`src/rtl/pib_pkg.sv`:
```
`timescale 1ns/1ps
package pib_pkg;
    parameter int DATA_W   = 16;
    parameter int ADDR_W   = 16;
    parameter int NUM_PHY  = 5;
    parameter int PAGE_W   = 4;
    parameter int REG_W    = 5;
    parameter int PAGE_MAX = 7;
    parameter logic [ADDR_W-1:0] CTRL_ADDR  = 16'h8000;
    parameter logic [ADDR_W-1:0] RDATA_ADDR = 16'h8002;

    localparam int PAGE_LSB = REG_W;
    localparam int PHY_LSB  = REG_W + PAGE_W;
    localparam int SEL_W    = ADDR_W - 1 - PHY_LSB;
    localparam int BUSY_BIT = DATA_W - 1;
    localparam int ERR_BIT  = DATA_W - 2;
    localparam int DIR_BIT  = 0;

    typedef enum logic {
        DIR_WR = 1'b0,
        DIR_RD = 1'b1
    } dir_e;

    typedef struct packed {
        logic [NUM_PHY-1:0] sel;
        logic [PAGE_W-1:0]  page;
        logic [REG_W-1:0]   regn;
        dir_e               dir;
        logic [DATA_W-1:0]  wdata;
    } phy_cmd_t;

    // True when exactly one select bit is set and it names an existing PHY.
    function automatic logic sel_is_single(input logic [SEL_W-1:0] f);
        int  cnt;
        logic beyond;
        cnt    = 0;
        beyond = 1'b0;
        for (int i = 0; i < SEL_W; i++) begin
            if (f[i]) begin
                cnt++;
                if (i >= NUM_PHY) beyond = 1'b1;
            end
        end
        return (cnt == 1) && !beyond;
    endfunction
endpackage

```
`src/rtl/pib_cmd_decode.sv`:
```
`timescale 1ns/1ps
module pib_cmd_decode
    import pib_pkg::*;
(
    input  logic [ADDR_W-1:0] addr,
    input  logic [DATA_W-1:0] wdata,
    input  dir_e              dir,
    output logic              hit_ctrl,
    output logic              hit_rdata,
    output logic              hit_cmd,
    output logic              cmd_ok,
    output phy_cmd_t          cmd
);
    logic [SEL_W-1:0]  sel_f;
    logic [PAGE_W-1:0] page_f;
    logic [REG_W-1:0]  reg_f;
    logic              page_ok;

    always_comb begin
        sel_f     = addr[ADDR_W-2:PHY_LSB];
        page_f    = addr[PHY_LSB-1:PAGE_LSB];
        reg_f     = addr[REG_W-1:0];
        hit_ctrl  = (addr == CTRL_ADDR);
        hit_rdata = (addr == RDATA_ADDR);
        hit_cmd   = addr[ADDR_W-1] && !hit_ctrl && !hit_rdata;
        page_ok   = (page_f <= PAGE_W'(PAGE_MAX));
        cmd_ok    = sel_is_single(sel_f) && page_ok;

        cmd.sel   = sel_f[NUM_PHY-1:0];
        cmd.page  = page_f;
        cmd.regn  = reg_f;
        cmd.dir   = dir;
        cmd.wdata = (dir == DIR_RD) ? '0 : wdata;
    end
endmodule

```
`src/rtl/pib_xact_engine.sv`:
```
`timescale 1ns/1ps
module pib_xact_engine
    import pib_pkg::*;
(
    input  logic              clk,
    input  logic              rst,
    input  logic              start,
    input  phy_cmd_t          cmd_in,
    input  logic              phy_ack,
    input  logic [DATA_W-1:0] phy_rdata,
    output logic              busy,
    output phy_cmd_t          cmd_q,
    output logic              rd_done,
    output logic [DATA_W-1:0] rd_data
);
    typedef enum logic {
        ST_IDLE = 1'b0,
        ST_WAIT = 1'b1
    } st_e;

    st_e st_q;

    always_ff @(posedge clk) begin
        if (rst) begin
            st_q  <= ST_IDLE;
            cmd_q <= '0;
        end else begin
            case (st_q)
                ST_IDLE: if (start) begin
                    cmd_q <= cmd_in;
                    st_q  <= ST_WAIT;
                end
                ST_WAIT: if (phy_ack) st_q <= ST_IDLE;
                default: st_q <= ST_IDLE;
            endcase
        end
    end

    always_comb begin
        busy    = (st_q == ST_WAIT);
        rd_done = busy && phy_ack && (cmd_q.dir == DIR_RD);
        rd_data = phy_rdata;
    end

    // request and its fields stay put until acknowledged
    p_req_hold_r9: assert property (@(posedge clk) disable iff (rst)
        (busy && !phy_ack) |=> (busy && $stable(cmd_q)));

    // request ends the cycle after the acknowledge
    p_req_drop_r11: assert property (@(posedge clk) disable iff (rst)
        (busy && phy_ack) |=> !busy);

    // an issued request targets exactly one PHY
    p_sel_single_r3: assert property (@(posedge clk) disable iff (rst)
        busy |-> ($countones(cmd_q.sel) == 1));

    // no new command is launched over one in flight
    p_no_start_busy_r10: assert property (@(posedge clk) disable iff (rst)
        start |-> !busy);
endmodule

```
`src/rtl/pib_host_regs.sv`:
```
`timescale 1ns/1ps
module pib_host_regs
    import pib_pkg::*;
(
    input  logic              clk,
    input  logic              rst,
    input  logic              ctrl_we,
    input  logic              ctrl_wbit,
    input  logic              err_set,
    input  logic              busy,
    input  logic              rd_done,
    input  logic [DATA_W-1:0] rd_data,
    input  logic              rd_en,
    input  logic              rd_ctrl,
    input  logic              rd_rdata,
    output dir_e              dir,
    output logic [DATA_W-1:0] rdata
);
    logic              err_q;
    logic [DATA_W-1:0] data_q;
    logic [DATA_W-1:0] ctrl_view;

    always_ff @(posedge clk) begin
        if (rst) begin
            dir    <= DIR_WR;
            err_q  <= 1'b0;
            data_q <= '0;
        end else begin
            if (ctrl_we) dir <= dir_e'(ctrl_wbit);
            if (err_set) err_q <= 1'b1;
            if (rd_done) data_q <= rd_data;
        end
    end

    always_comb begin
        ctrl_view           = '0;
        ctrl_view[DIR_BIT]  = (dir == DIR_RD);
        ctrl_view[ERR_BIT]  = err_q;
        ctrl_view[BUSY_BIT] = busy;
        if (!rd_en)        rdata = '0;
        else if (rd_ctrl)  rdata = ctrl_view;
        else if (rd_rdata) rdata = data_q;
        else               rdata = '0;
    end

    // error flag never clears outside reset
    p_err_sticky_r7: assert property (@(posedge clk) disable iff (rst)
        err_q |=> err_q);

    // data register moves only on a completed read
    p_data_hold_r6: assert property (@(posedge clk) disable iff (rst)
        !rd_done |=> $stable(data_q));

    // direction changes only through a control write
    p_dir_hold_r2: assert property (@(posedge clk) disable iff (rst)
        !ctrl_we |=> $stable(dir));
endmodule

```
`src/rtl/phy_indirect_bridge.sv`:
```
`timescale 1ns/1ps
module phy_indirect_bridge
    import pib_pkg::*;
(
    input  logic               clk,
    input  logic               rst,
    input  logic               bus_wr,
    input  logic               bus_rd,
    input  logic [ADDR_W-1:0]  bus_addr,
    input  logic [DATA_W-1:0]  bus_wdata,
    output logic [DATA_W-1:0]  bus_rdata,
    output logic               bus_wait,
    output logic               phy_req,
    output logic [NUM_PHY-1:0] phy_sel,
    output logic [PAGE_W-1:0]  phy_page,
    output logic [REG_W-1:0]   phy_reg,
    output logic               phy_wr,
    output logic [DATA_W-1:0]  phy_wdata,
    input  logic               phy_ack,
    input  logic [DATA_W-1:0]  phy_rdata
);
    logic              hit_ctrl, hit_rdata, hit_cmd, cmd_ok;
    logic              busy, start, err_set, rd_done;
    logic [DATA_W-1:0] rd_data;
    dir_e              dir;
    phy_cmd_t          cmd_new, cmd_q;

    pib_cmd_decode u_dec (
        .addr      (bus_addr),
        .wdata     (bus_wdata),
        .dir       (dir),
        .hit_ctrl  (hit_ctrl),
        .hit_rdata (hit_rdata),
        .hit_cmd   (hit_cmd),
        .cmd_ok    (cmd_ok),
        .cmd       (cmd_new)
    );

    always_comb begin
        bus_wait = bus_wr && hit_cmd && busy;
        start    = bus_wr && hit_cmd && !busy && cmd_ok;
        err_set  = bus_wr && hit_cmd && !busy && !cmd_ok;
    end

    pib_xact_engine u_eng (
        .clk       (clk),
        .rst       (rst),
        .start     (start),
        .cmd_in    (cmd_new),
        .phy_ack   (phy_ack),
        .phy_rdata (phy_rdata),
        .busy      (busy),
        .cmd_q     (cmd_q),
        .rd_done   (rd_done),
        .rd_data   (rd_data)
    );

    pib_host_regs u_regs (
        .clk       (clk),
        .rst       (rst),
        .ctrl_we   (bus_wr && hit_ctrl),
        .ctrl_wbit (bus_wdata[DIR_BIT]),
        .err_set   (err_set),
        .busy      (busy),
        .rd_done   (rd_done),
        .rd_data   (rd_data),
        .rd_en     (bus_rd),
        .rd_ctrl   (hit_ctrl),
        .rd_rdata  (hit_rdata),
        .dir       (dir),
        .rdata     (bus_rdata)
    );

    always_comb begin
        phy_req   = busy;
        phy_sel   = cmd_q.sel;
        phy_page  = cmd_q.page;
        phy_reg   = cmd_q.regn;
        phy_wr    = (cmd_q.dir == DIR_WR);
        phy_wdata = cmd_q.wdata;
    end

    // reset leaves no request pending
    p_reset_idle_r1: assert property (@(posedge clk)
        rst |=> !phy_req);

    // wait is only ever raised over a transaction in flight
    p_wait_busy_r10: assert property (@(posedge clk) disable iff (rst)
        bus_wait |-> phy_req);

    // a rejected command launches nothing
    p_bad_cmd_r7: assert property (@(posedge clk) disable iff (rst)
        (bus_wr && hit_cmd && !cmd_ok && !phy_req) |=> !phy_req);

    // an accepted command raises the request next cycle
    p_start_req_r9: assert property (@(posedge clk) disable iff (rst)
        start |=> phy_req);
endmodule

```
`config.mk`:
```
export PLATFORM = sky130hd
export DESIGN_NAME = phy_indirect_bridge
export DESIGN_NICKNAME = d
export VERILOG_FILES = /design/src/rtl/pib_pkg.sv /design/src/rtl/pib_cmd_decode.sv /design/src/rtl/pib_xact_engine.sv /design/src/rtl/pib_host_regs.sv /design/src/rtl/phy_indirect_bridge.sv
export SDC_FILE = /design/constraint.sdc
export NUM_CORES = 1
export LEC_CHECK = 0
export BUFFER_PORTS_ARGS = -buffer_cell sky130_fd_sc_hd__buf_2
export CAP_MARGIN = 20
export CORE_UTILIZATION = 55
export DETAILED_ROUTE_END_ITERATION = 10
export PLACE_DENSITY = 0.88
export SYNTH_ARGS = -nofsm -noshare
export SYNTH_HDL_FRONTEND = slang
export SYNTH_HIERARCHICAL = 1
export SYNTH_SLANG_ARGS = --single-unit
```
`constraint.sdc`:
```
create_clock -name clk -period 7.85 [get_ports clk]
set_input_delay 1.57 -clock clk [delete_from_list [all_inputs] [get_ports clk]]
set_output_delay 1.57 -clock clk [all_outputs]
set_load 0.05 [all_outputs]
```
* Yosys cells after proc, flatten, opt, wreduce, memory -nomap -nowiden
Index checks and enable logic that the tools add are counted.
Word-level totals: register bits 50, input port bits 53, output and inout bits 49, logic and storage cells 52
Cells by class: add/sub/neg operators 5, magnitude comparators 1, equal/unequal tests 3, multiplexer cells 14, bitwise operators 2, reductions and logical operators 18
Operator list (number):
- two-way mux 32 bit | 5
- adder 32 x 2 -> 32 bit (second input constant) | 4
- two-way mux 16 bit | 4
- equality test 16 bit (second input constant) | 2
- equality test 32 x 2 -> 1 bit (second input constant) | 1
- logical AND 1 bit | 12
- zero test 1 bit | 5
- <= comparator 4 x 3 -> 1 bit (second input constant) | 1
- two-way mux 1 bit | 4
- adder 1 x 1 -> 2 bit (second input constant) | 1
- inverter 1 bit | 2
- one-hot mux 1 bit (2 select lines) | 1
- AND reduction 2 bit | 1

* Longest topological paths before layout
Gate-level depths: netlist of run 1.
depth after elaboration 17, mapped depth 15, mapped depth without buffers 14

* By module
Netlist of run 1, hierarchy kept.
Modules (own cells, without submodules):
- pib_xact_engine | instances 1, cells each 160, area each 1750.4 µm², seq. area each 640.6 µm²
- pib_host_regs | instances 1, cells each 83, area each 782.0 µm², seq. area each 360.3 µm²
- pib_cmd_decode | instances 1, cells each 71, area each 514.2 µm², seq. area each 0.0 µm²
- phy_indirect_bridge | instances 1, cells each 5, area each 41.3 µm², seq. area each 0.0 µm²

* Worst setup path after synthesis of run 1
No wires, ideal clock.
kind in2out, start input bus_addr[11], end output bus_rdata[14], arrival time 3.038 ns, path slack 3.242 ns, stages on the path 6, cell sequence buf_6 nor4_1 nand4_1 nor2_1 nand2_1 o21ai_1
On the way: cells in the longest elaborated chain, start to end 4, elaborated cells between the ends (all ways) 5
Ends and longest elaborated chain:
- from (decl) | line phy_indirect_bridge.sv:9 | input logic [ADDR_W-1:0] bus_addr,
- equality test 16 bit | line pib_cmd_decode.sv:24 | hit_rdata = (addr == RDATA_ADDR);
- named net hit_rdata | line phy_indirect_bridge.sv:22 | logic hit_ctrl, hit_rdata, hit_cmd, cmd_ok;
- two-way mux 16 bit | line pib_host_regs.sv:42 | else if (rd_rdata) rdata = data_q;
- two-way mux 16 bit | line pib_host_regs.sv:41 | else if (rd_ctrl) rdata = ctrl_view;
- two-way mux 16 bit | line pib_host_regs.sv:40 | if (!rd_en) rdata = '0;
- to (decl) | line phy_indirect_bridge.sv:11 | output logic [DATA_W-1:0] bus_rdata,
The timed path passes the listed nets, and every way through them passes these cells.

* Final worst setup path of run 1
start input bus_addr[5], end output bus_rdata[6]
Same word-level chain as after synthesis.

==> run_results.csv, run 1 <==
group,metric,value,unit
grt,overflow,0,
critical_path,crit_chain,"buf_2 > nor4_1 > nand4_1 > nor2_1 > and3b_1 > and2_1 > buf_2",
die,die_height,76.93,µm
final_layout,final_common_cell,"buf_2",
timing,fmax,0.1935,GHz
drt,drtIter0Drc,93,
synth,synthTopCellsByArea,"dfxtp_1, nand4bb_1, o21ai_2",
final_layout,syn_to_final_growth,10.25,%
die,io_pins,102,
clock_network,cts_resized,0,
critical_path,crit_top_cell,"buf_2",
critical_path,endpoint_kind,"output port",
synth,synth_warnings,6,
drt,drtPass1Iterations,5,
clock_network,cts_max_level,2,
pwr,combPwrFrac,0.132,
timing,fin_skew,0.009643,ns
drt,final_antenna_net_count,0,
die,die_w,76.93,µm
placed_design,place_area,0.003242,mm²
die,core_area,0.005270,mm²
synth,synth.ff_latch_count,50,
clock_network,path_clk_slew,0.09,ns
pwr,p_total,470.9,µW
synth,yosysTopAreaCell,"dfxtp_1",
synth,ys_types,43,
synth,synth.avg_cell_area,9.680,µm²
grt,track_usage,0.2020,
drt,finalWirelength,6.040,mm
placed_design,dpl.cell_count,436,
clock_network,root_buffer,"clkbuf_8",
grt,grt_pass1_wl,9.611,mm
pwr,switching_share,0.2409,
critical_path,critPathArrivalTime,3.60,ns
synth,synth-edff-count,0,
grt,antenna_found_initial,0,
grt,grt_pass1_vias,2124,
pwr,irDropWorstVdd,0.09200,mV
drt,via_per_inst,5.271,
critical_path,ff2ff_setup_slack,5.67,ns
timing,finalSetupViolCount,0,
die,initial_core_util,0.5859,
pwr,p_clk_frac,0.323,
placed_design,io_buffers,101,
synth,synth_fp_nets,376,
timing,fin_crit_sh,0.6583,
final_layout,antenna_cells,0,
clock_network,cts_tree,"built",
timing,finalMaxSlewViolations,0,
drt,vias,2356,
pwr,power_frac_seq,0.545,
clock_network,clk_path_buf_depth,2,
timing,rsz0062_at_grt,"false",
timing,hold_violations,0,
clock_network,clk_latency,0.30,ns
die,placementRows,26,
run_status,status,"completed",
final_layout,layout_common_cells,"buf_2, dfxtp_1, nand2b_1, nand4bb_1, o21ai_2",
final_layout,final_area,0.003405,mm²
critical_path,slowest_delay,0.54,ns
clock_network,cts_hold_buf,0,
job,drv_cap,0,
critical_path,crit_start,"bus_addr[5]",
timing,relSlewSlack,0.3450,
critical_path,crit_required,6.28,ns
critical_path,start_kind,"input port",
critical_path,r2r_cells,5,
final_layout,drive_above_1_share,0.4005,
timing,tns,0,ns
synth,async_flop_share,0,
timing,fin_crit,5.168,ns
placed_design,gp_congestion,0.8995,
synth,synthCells,319,
die,die_area,0.005918,mm²
critical_path,cp_slowest_cell,"nor4_1",
synth,seq_area_frac_synth,0.3241,
drt,post_drt_wl_per_cell,13.51,µm
critical_path,path_max_fanout,13,
placed_design,hpwl,4.111,mm
pwr,internal_power,357.5,µW
pwr,power_density,138.3,mW/mm²
timing,worst_pin_slew,0.9825,ns
pwr,power.net_switching,113.5,µW
pwr,power_leakage,0.001483,µW
clock_network,cts_setup_buffers,0,
critical_path,r2r-start,"u_eng/busy$_SDFF_PP0_",
critical_path,r2r-end,"u_eng/cmd_q[22]$_SDFFE_PP0P_",
synth,synthesis.area,0.003088,mm²
clock_network,cts_buffers,5,
grt,grt_max_degree,82,
drt,drc,0,
worst_hold_path,min_path_type,"flip-flop to flip-flop",
synth,ys.flop_type,"dfxtp_1",
clock_network,clock-sinks,50,
critical_path,crit_type,"input port to output port",
synth,synth_top_area_frac,0.3241,
final_layout,num-nets-final,433,
final_layout,instances_no_fill,447,
critical_path,crit_end,"bus_rdata[6]",
-- final cells by class --
cell class / count / area (µm²)
fill: 475 / 1866
multi-input combinational: 211 / 1633
sequential: 50 / 1001
timing repair buffer: 104 / 573.1
tap: 70 / 87.58
clock buffer: 6 / 82.58
inverter: 4 / 15.01
clock inverter: 2 / 12.51
-- worst max-delay path: cells and delay by family --
kind / cells / cell delay, ns
buffers and inverters: 2 / 0.37
and+or+nand+nor: 5 / 1.66
-- power by group through the flow --
stage          Sequential, µW  Combinational (µW)  Clock [µW]
5_1_grt                   257                67.7         168
2_1_floorplan             268                45.7           0
4_1_cts                   257                60.0         158
3_5_place_dp              263                59.7           0
6_report                  257                62.3         152
3_3_place_gp              263                57.8           0
-- layer usage --
| layer | wire length, µm | track usage |
|---|---|---|
| met5 | 0 | 0 |
| met4 | 57 | 0.05192 |
| met3 | 392 | 0.04762 |
| met2 | 2889 | 0.3536 |
| met1 | 2701 | 0.2463 |
-- cells in the mapped netlist (2+ instances only) --
master	instances
buf_6	2
nand2_1	6
nand2b_1	32
dfxtp_1	50
dlymetal6s2s_1	3
buf_12	3
nor3b_1	2
o21ai_0	2
o21ai_1	4
nor2b_1	17
mux2i_1	17
buf_2	6
clkbuf_1	4
nand4bb_1	31
ha_1	4
nor2_1	24
nand3_1	4
and3b_2	2
o21ai_2	30
nor4_1	3
and2_1	15
inv_1	4
buf_4	34
-- cell families after synthesis --
logic type / after synthesis / share of synthesized area
AOI/OAI and AO/OA: 39 / 0.1033
xor gates and xnor gates: 3 / 0.01823
adders and majority gates: 4 / 0.01621
buffers and inverters: 58 / 0.1471
DFF: 50 / 0.3241
muxes: 17 / 0.05510
and+or+nand+nor: 148 / 0.3359
-- registers in the layout, indices dropped and copies added, names as in the netlist --
name,count
u_eng/cmd_q,31
u_regs/data_q,16
u_eng/busy,1
u_regs/dir,1
u_regs/err_q,1
-- worst min-delay path by stage --
stage / endpoint / start / cells past startpoint / slack, ns
after detailed placement: u_regs/err_q$_SDFFE_PP0P_ / u_regs/err_q$_SDFFE_PP0P_ / 2 / 0.46
after CTS: u_eng/cmd_q[3]$_SDFFE_PP0P_ / u_eng/cmd_q[3]$_SDFFE_PP0P_ / 2 / 0.48
after global routing: u_eng/cmd_q[3]$_SDFFE_PP0P_ / u_eng/cmd_q[3]$_SDFFE_PP0P_ / 2 / 0.50
after floorplan: u_regs/err_q$_SDFFE_PP0P_ / u_regs/err_q$_SDFFE_PP0P_ / 2 / 0.44
after global placement: u_regs/err_q$_SDFFE_PP0P_ / u_regs/err_q$_SDFFE_PP0P_ / 2 / 0.45
final: u_eng/cmd_q[21]$_SDFFE_PP0P_ / u_eng/cmd_q[21]$_SDFFE_PP0P_ / 2 / 0.48
-- per-stage QoR --
| step | worst slack [ns] | hold slack [ns] | util |
|---|---|---|---|
| 3_3_place_gp | 2.237 | 0.4536 | 0.6151 |
| 2_1_floorplan | 3.242 | 0.4386 | - |
| 4_1_cts | 2.410 | 0.4812 | 0.6332 |
| 6_report | 2.682 | 0.4763 | 0.6460 |
| 3_5_place_dp | 2.047 | 0.4632 | 0.6151 |
| 5_1_grt | 2.553 | 0.4976 | 0.6460 |
Power figures use the tool's default switching activity.
==> inputs of run 2 (changes only) <==
--- a/config.mk
+++ b/config.mk
@@ -5,11 +5,12 @@
 export SDC_FILE = /design/constraint.sdc
 export NUM_CORES = 1
 export LEC_CHECK = 0
+export ABC_AREA = 1
 export BUFFER_PORTS_ARGS = -buffer_cell sky130_fd_sc_hd__buf_2
 export CAP_MARGIN = 20
-export CORE_UTILIZATION = 55
+export CORE_UTILIZATION = 46
 export DETAILED_ROUTE_END_ITERATION = 10
-export PLACE_DENSITY = 0.88
+export PLACE_DENSITY = 0.78
 export SYNTH_ARGS = -nofsm -noshare
 export SYNTH_HDL_FRONTEND = slang
 export SYNTH_HIERARCHICAL = 1
==> constraint.sdc (replaced) <==
create_clock -name clk -period 4.4 [get_ports clk]
set_input_delay 0.88 -clock clk [delete_from_list [all_inputs] [get_ports clk]]
set_output_delay 0.88 -clock clk [all_outputs]
set_load 0.05 [all_outputs]
==> run_results.csv, run 2 <==
group,metric,value,unit
pwr,power_density,266.3,mW/mm²
clock_network,cts_max_level,2,
worst_hold_path,holdPathEnd,"u_regs/data_q[8]$_SDFFE_PP0P_",
synth,ys.flop_type,"dfxtp_1",
critical_path,start_kind,"input port",
clock_network,cts_resized,0,
synth,async_flop_share,0,
drt,post_drt_wl_per_cell,10.34,µm
synth,synth_fp_nets,577,
placed_design,gp_congestion,0.8998,
die,die_area,0.007287,mm²
clock_network,path_clk_slew,0.09,ns
synth,synthTopCellsByArea,"dfxtp_1, nor2_1, nand2_1",
worst_hold_path,min_path_type,"flip-flop to flip-flop",
synth,muxShareOfSynthArea,0,
worst_hold_path,min-delay-start,"u_regs/data_q[8]$_SDFFE_PP0P_",
drt,finalWirelength,6.826,mm
final_layout,final_common_cell,"nor2_1",
grt,use_met2,0.3622,
synth,synthCells,519,
critical_path,crit_required,4.61,ns
worst_hold_path,holdPathStages,2,
critical_path,slowest_delay,0.33,ns
drt,drc,0,
drt,via_per_inst,4.526,
drt,drtPass1Iterations,4,
synth,seq_area_frac_synth,0.3131,
synth,synth_top_area_frac,0.3131,
clock_network,clock-sinks,50,
critical_path,r2r-start,"u_eng/busy$_SDFF_PP0_",
placed_design,hpwl,5.128,mm
timing,fin_skew,0.009317,ns
clock_network,clk_latency,0.31,ns
placed_design,io_buffers,101,
critical_path,ff2ff_setup_slack,2.68,ns
synth,synth_top_family_by_area,"simple AND/OR/NAND/NOR gates",
clock_network,cts_tree,"built",
pwr,p_total,953.7,µW
critical_path,critPathArrivalTime,4.08,ns
job,drv_cap,0,
grt,grtUsageMet3,0.04669,
synth,synth.ff_latch_count,50,
timing,rsz0062_at_grt,"false",
grt,overflow,0,
synth,synth_warnings,6,
timing,fmax,0.2584,GHz
grt,grt_pass1_vias,2744,
clock_network,cts_setup_buffers,0,
synth,synth.avg_cell_area,6.160,µm²
critical_path,path_max_fanout,20,
grt,grt_pass1_wl,11.62,mm
critical_path,endpoint_kind,"flip-flop",
final_layout,drive_above_1_share,0.2431,
die,initial_core_util,0.4731,
grt,grt_max_degree,34,
drt,final_antenna_net_count,0,
synth,synth.most_common_cell,"nor2_1",
critical_path,r2r-end,"u_regs/data_q[10]$_SDFFE_PP0P_",
synth,synthSimpleGateAreaFrac,0.4235,
synth,synth.top_cells.by_count,"nor2_1, nand2_1, inv_1",
drt,vias,2987,
grt,antenna_found_initial,0,
synth,synth-edff-count,0,
timing,fin_crit,3.870,ns
synth,synth_compound_area_frac,0.003131,
die,die_w,85.37,µm
drt,drtIter0Drc,102,
die,die_height,85.37,µm
timing,finalMaxSlewViolations,0,
synth,synthesis.area,0.003197,mm²
synth,ys_types,26,
synth,yosys.area_share.adder,0.01957,
clock_network,root_buffer,"clkbuf_8",
timing,hold_violations,0,
final_layout,syn_to_final_growth,12.02,%
final_layout,largest_reg_flops,31,
critical_path,cp_top_family,"simple AND/OR/NAND/NOR gates",
final_layout,top_regs,"u_eng/cmd_q (31), u_regs/data_q (16)",
critical_path,crit_type,"input port to flip-flop",
synth,synthXorXnorAreaFrac,0.002740,
grt,met1_usage,0.2164,
critical_path,r2r_cells,6,
pwr,power_leakage,0.002033,µW
clock_network,cts_buffers,5,
timing,relSlewSlack,0.3696,
die,core_area,0.006756,mm²
final_layout,regMostFlops,"u_eng/cmd_q",
final_layout,layout_common_cells,"nor2_1, nand2_1, buf_2, inv_1, dfxtp_1",
grt,grt.busiest_layer,"met2",
critical_path,cp_slowest_cell,"ha_1",
timing,fin_crit_sh,0.8796,
critical_path,critPathBufInv,8,
synth,yosysTopAreaCell,"dfxtp_1",
timing,tns,0,ns
final_layout,antenna_cells,0,
final_layout,num-nets-final,637,
die,placementRows,30,
timing,worst_pin_slew,0.9445,ns
run_status,status,"completed",
clock_network,cts_hold_buf,0,
clock_network,clk_path_buf_depth,2,
timing,finalSetupViolCount,0,
grt,track_usage,0.1968,
pwr,irDropWorstVdd,0.1609,mV
die,io_pins,102,
-- run 2: cell types whose count changed after synthesis, moves of 6 or more --
cell and delta:
inv_2 +6, o21ai_2 -30, nor2_4 +12, nand2_1 +115, nand4bb_1 -31, mux2i_1 -17
nor2b_1 -17, and2_1 -15, nand3_1 +37, inv_1 +84, nor2_1 +105, nand2b_1 -32
-- run 2: area by class of cell --
| type | count | area (µm²) |
|---|---|---|
| clock inverters | 3 | 43.79 |
| multi-input cells | 320 | 1440 |
| fillers | 700 | 3176 |
| inverters | 95 | 356.6 |
| flip-flops and latches | 50 | 1001 |
| clock buffers | 5 | 68.82 |
| well taps | 80 | 100.1 |
| repair buffers | 107 | 570.5 |
-- run 2: per-stage QoR --
step / cell area [µm²] / cells / util / hold slack [ns] / setup WS [ns]
after floorplan: 3197 / 519 / - / 0.4399 / 0.5828
after global placement: 3453 / 651 / 0.5111 / 0.4567 / 0.3340
after global routing: 3581 / 660 / 0.5300 / 0.4912 / 0.1831
after detailed placement: 3453 / 651 / 0.5111 / 0.4644 / 0.1920
final: 3581 / 660 / 0.5300 / 0.4768 / 0.5297
after CTS: 3566 / 659 / 0.5278 / 0.4787 / 0.5355
-- run 2: logic make-up after synthesis --
logic type / Yosys count
simple gates: 312
fa+ha+maj: 5
buf+inv: 149
flops: 50
compound gates: 2
xor+xnor: 1
-- run 2: worst min-delay path, stage by stage, from the launching register on --
cell     delay [ns]
dfxtp_1        0.32
nor2_1         0.08
nor2_1         0.05
-- run 2: report_power, final --
part / switching, µW / internal [µW]
clock network: 165 / 171
logic: 98.5 / 56.0
registers: 3.85 / 459
total: 268 / 686
-- run 2: how the worst max path moves through the flow --
stage / from / endpoint / slack, ns / cells past startpoint
after detailed placement: bus_addr[9] / u_eng/cmd_q[5]$_SDFFE_PP0P_ / 0.19 / 28
after floorplan: bus_addr[9] / u_eng/cmd_q[0]$_SDFFE_PP0P_ / 0.58 / 29
after global placement: bus_addr[9] / u_eng/cmd_q[14]$_SDFFE_PP0P_ / 0.33 / 28
final: bus_addr[9] / u_eng/cmd_q[11]$_SDFFE_PP0P_ / 0.53 / 28
after CTS: bus_addr[9] / u_eng/cmd_q[11]$_SDFFE_PP0P_ / 0.54 / 28
after global routing: bus_addr[9] / u_eng/cmd_q[11]$_SDFFE_PP0P_ / 0.18 / 27
-- run 2: metal layers --
metal  part of all wire  vias to the layer above  wire, µm
met1               0.42                     1307      2894
met3              0.059                        9       405
met5                  0                        -         0
met2               0.50                       85      3398
li1                   -                     1586         -
met4              0.019                        0       128
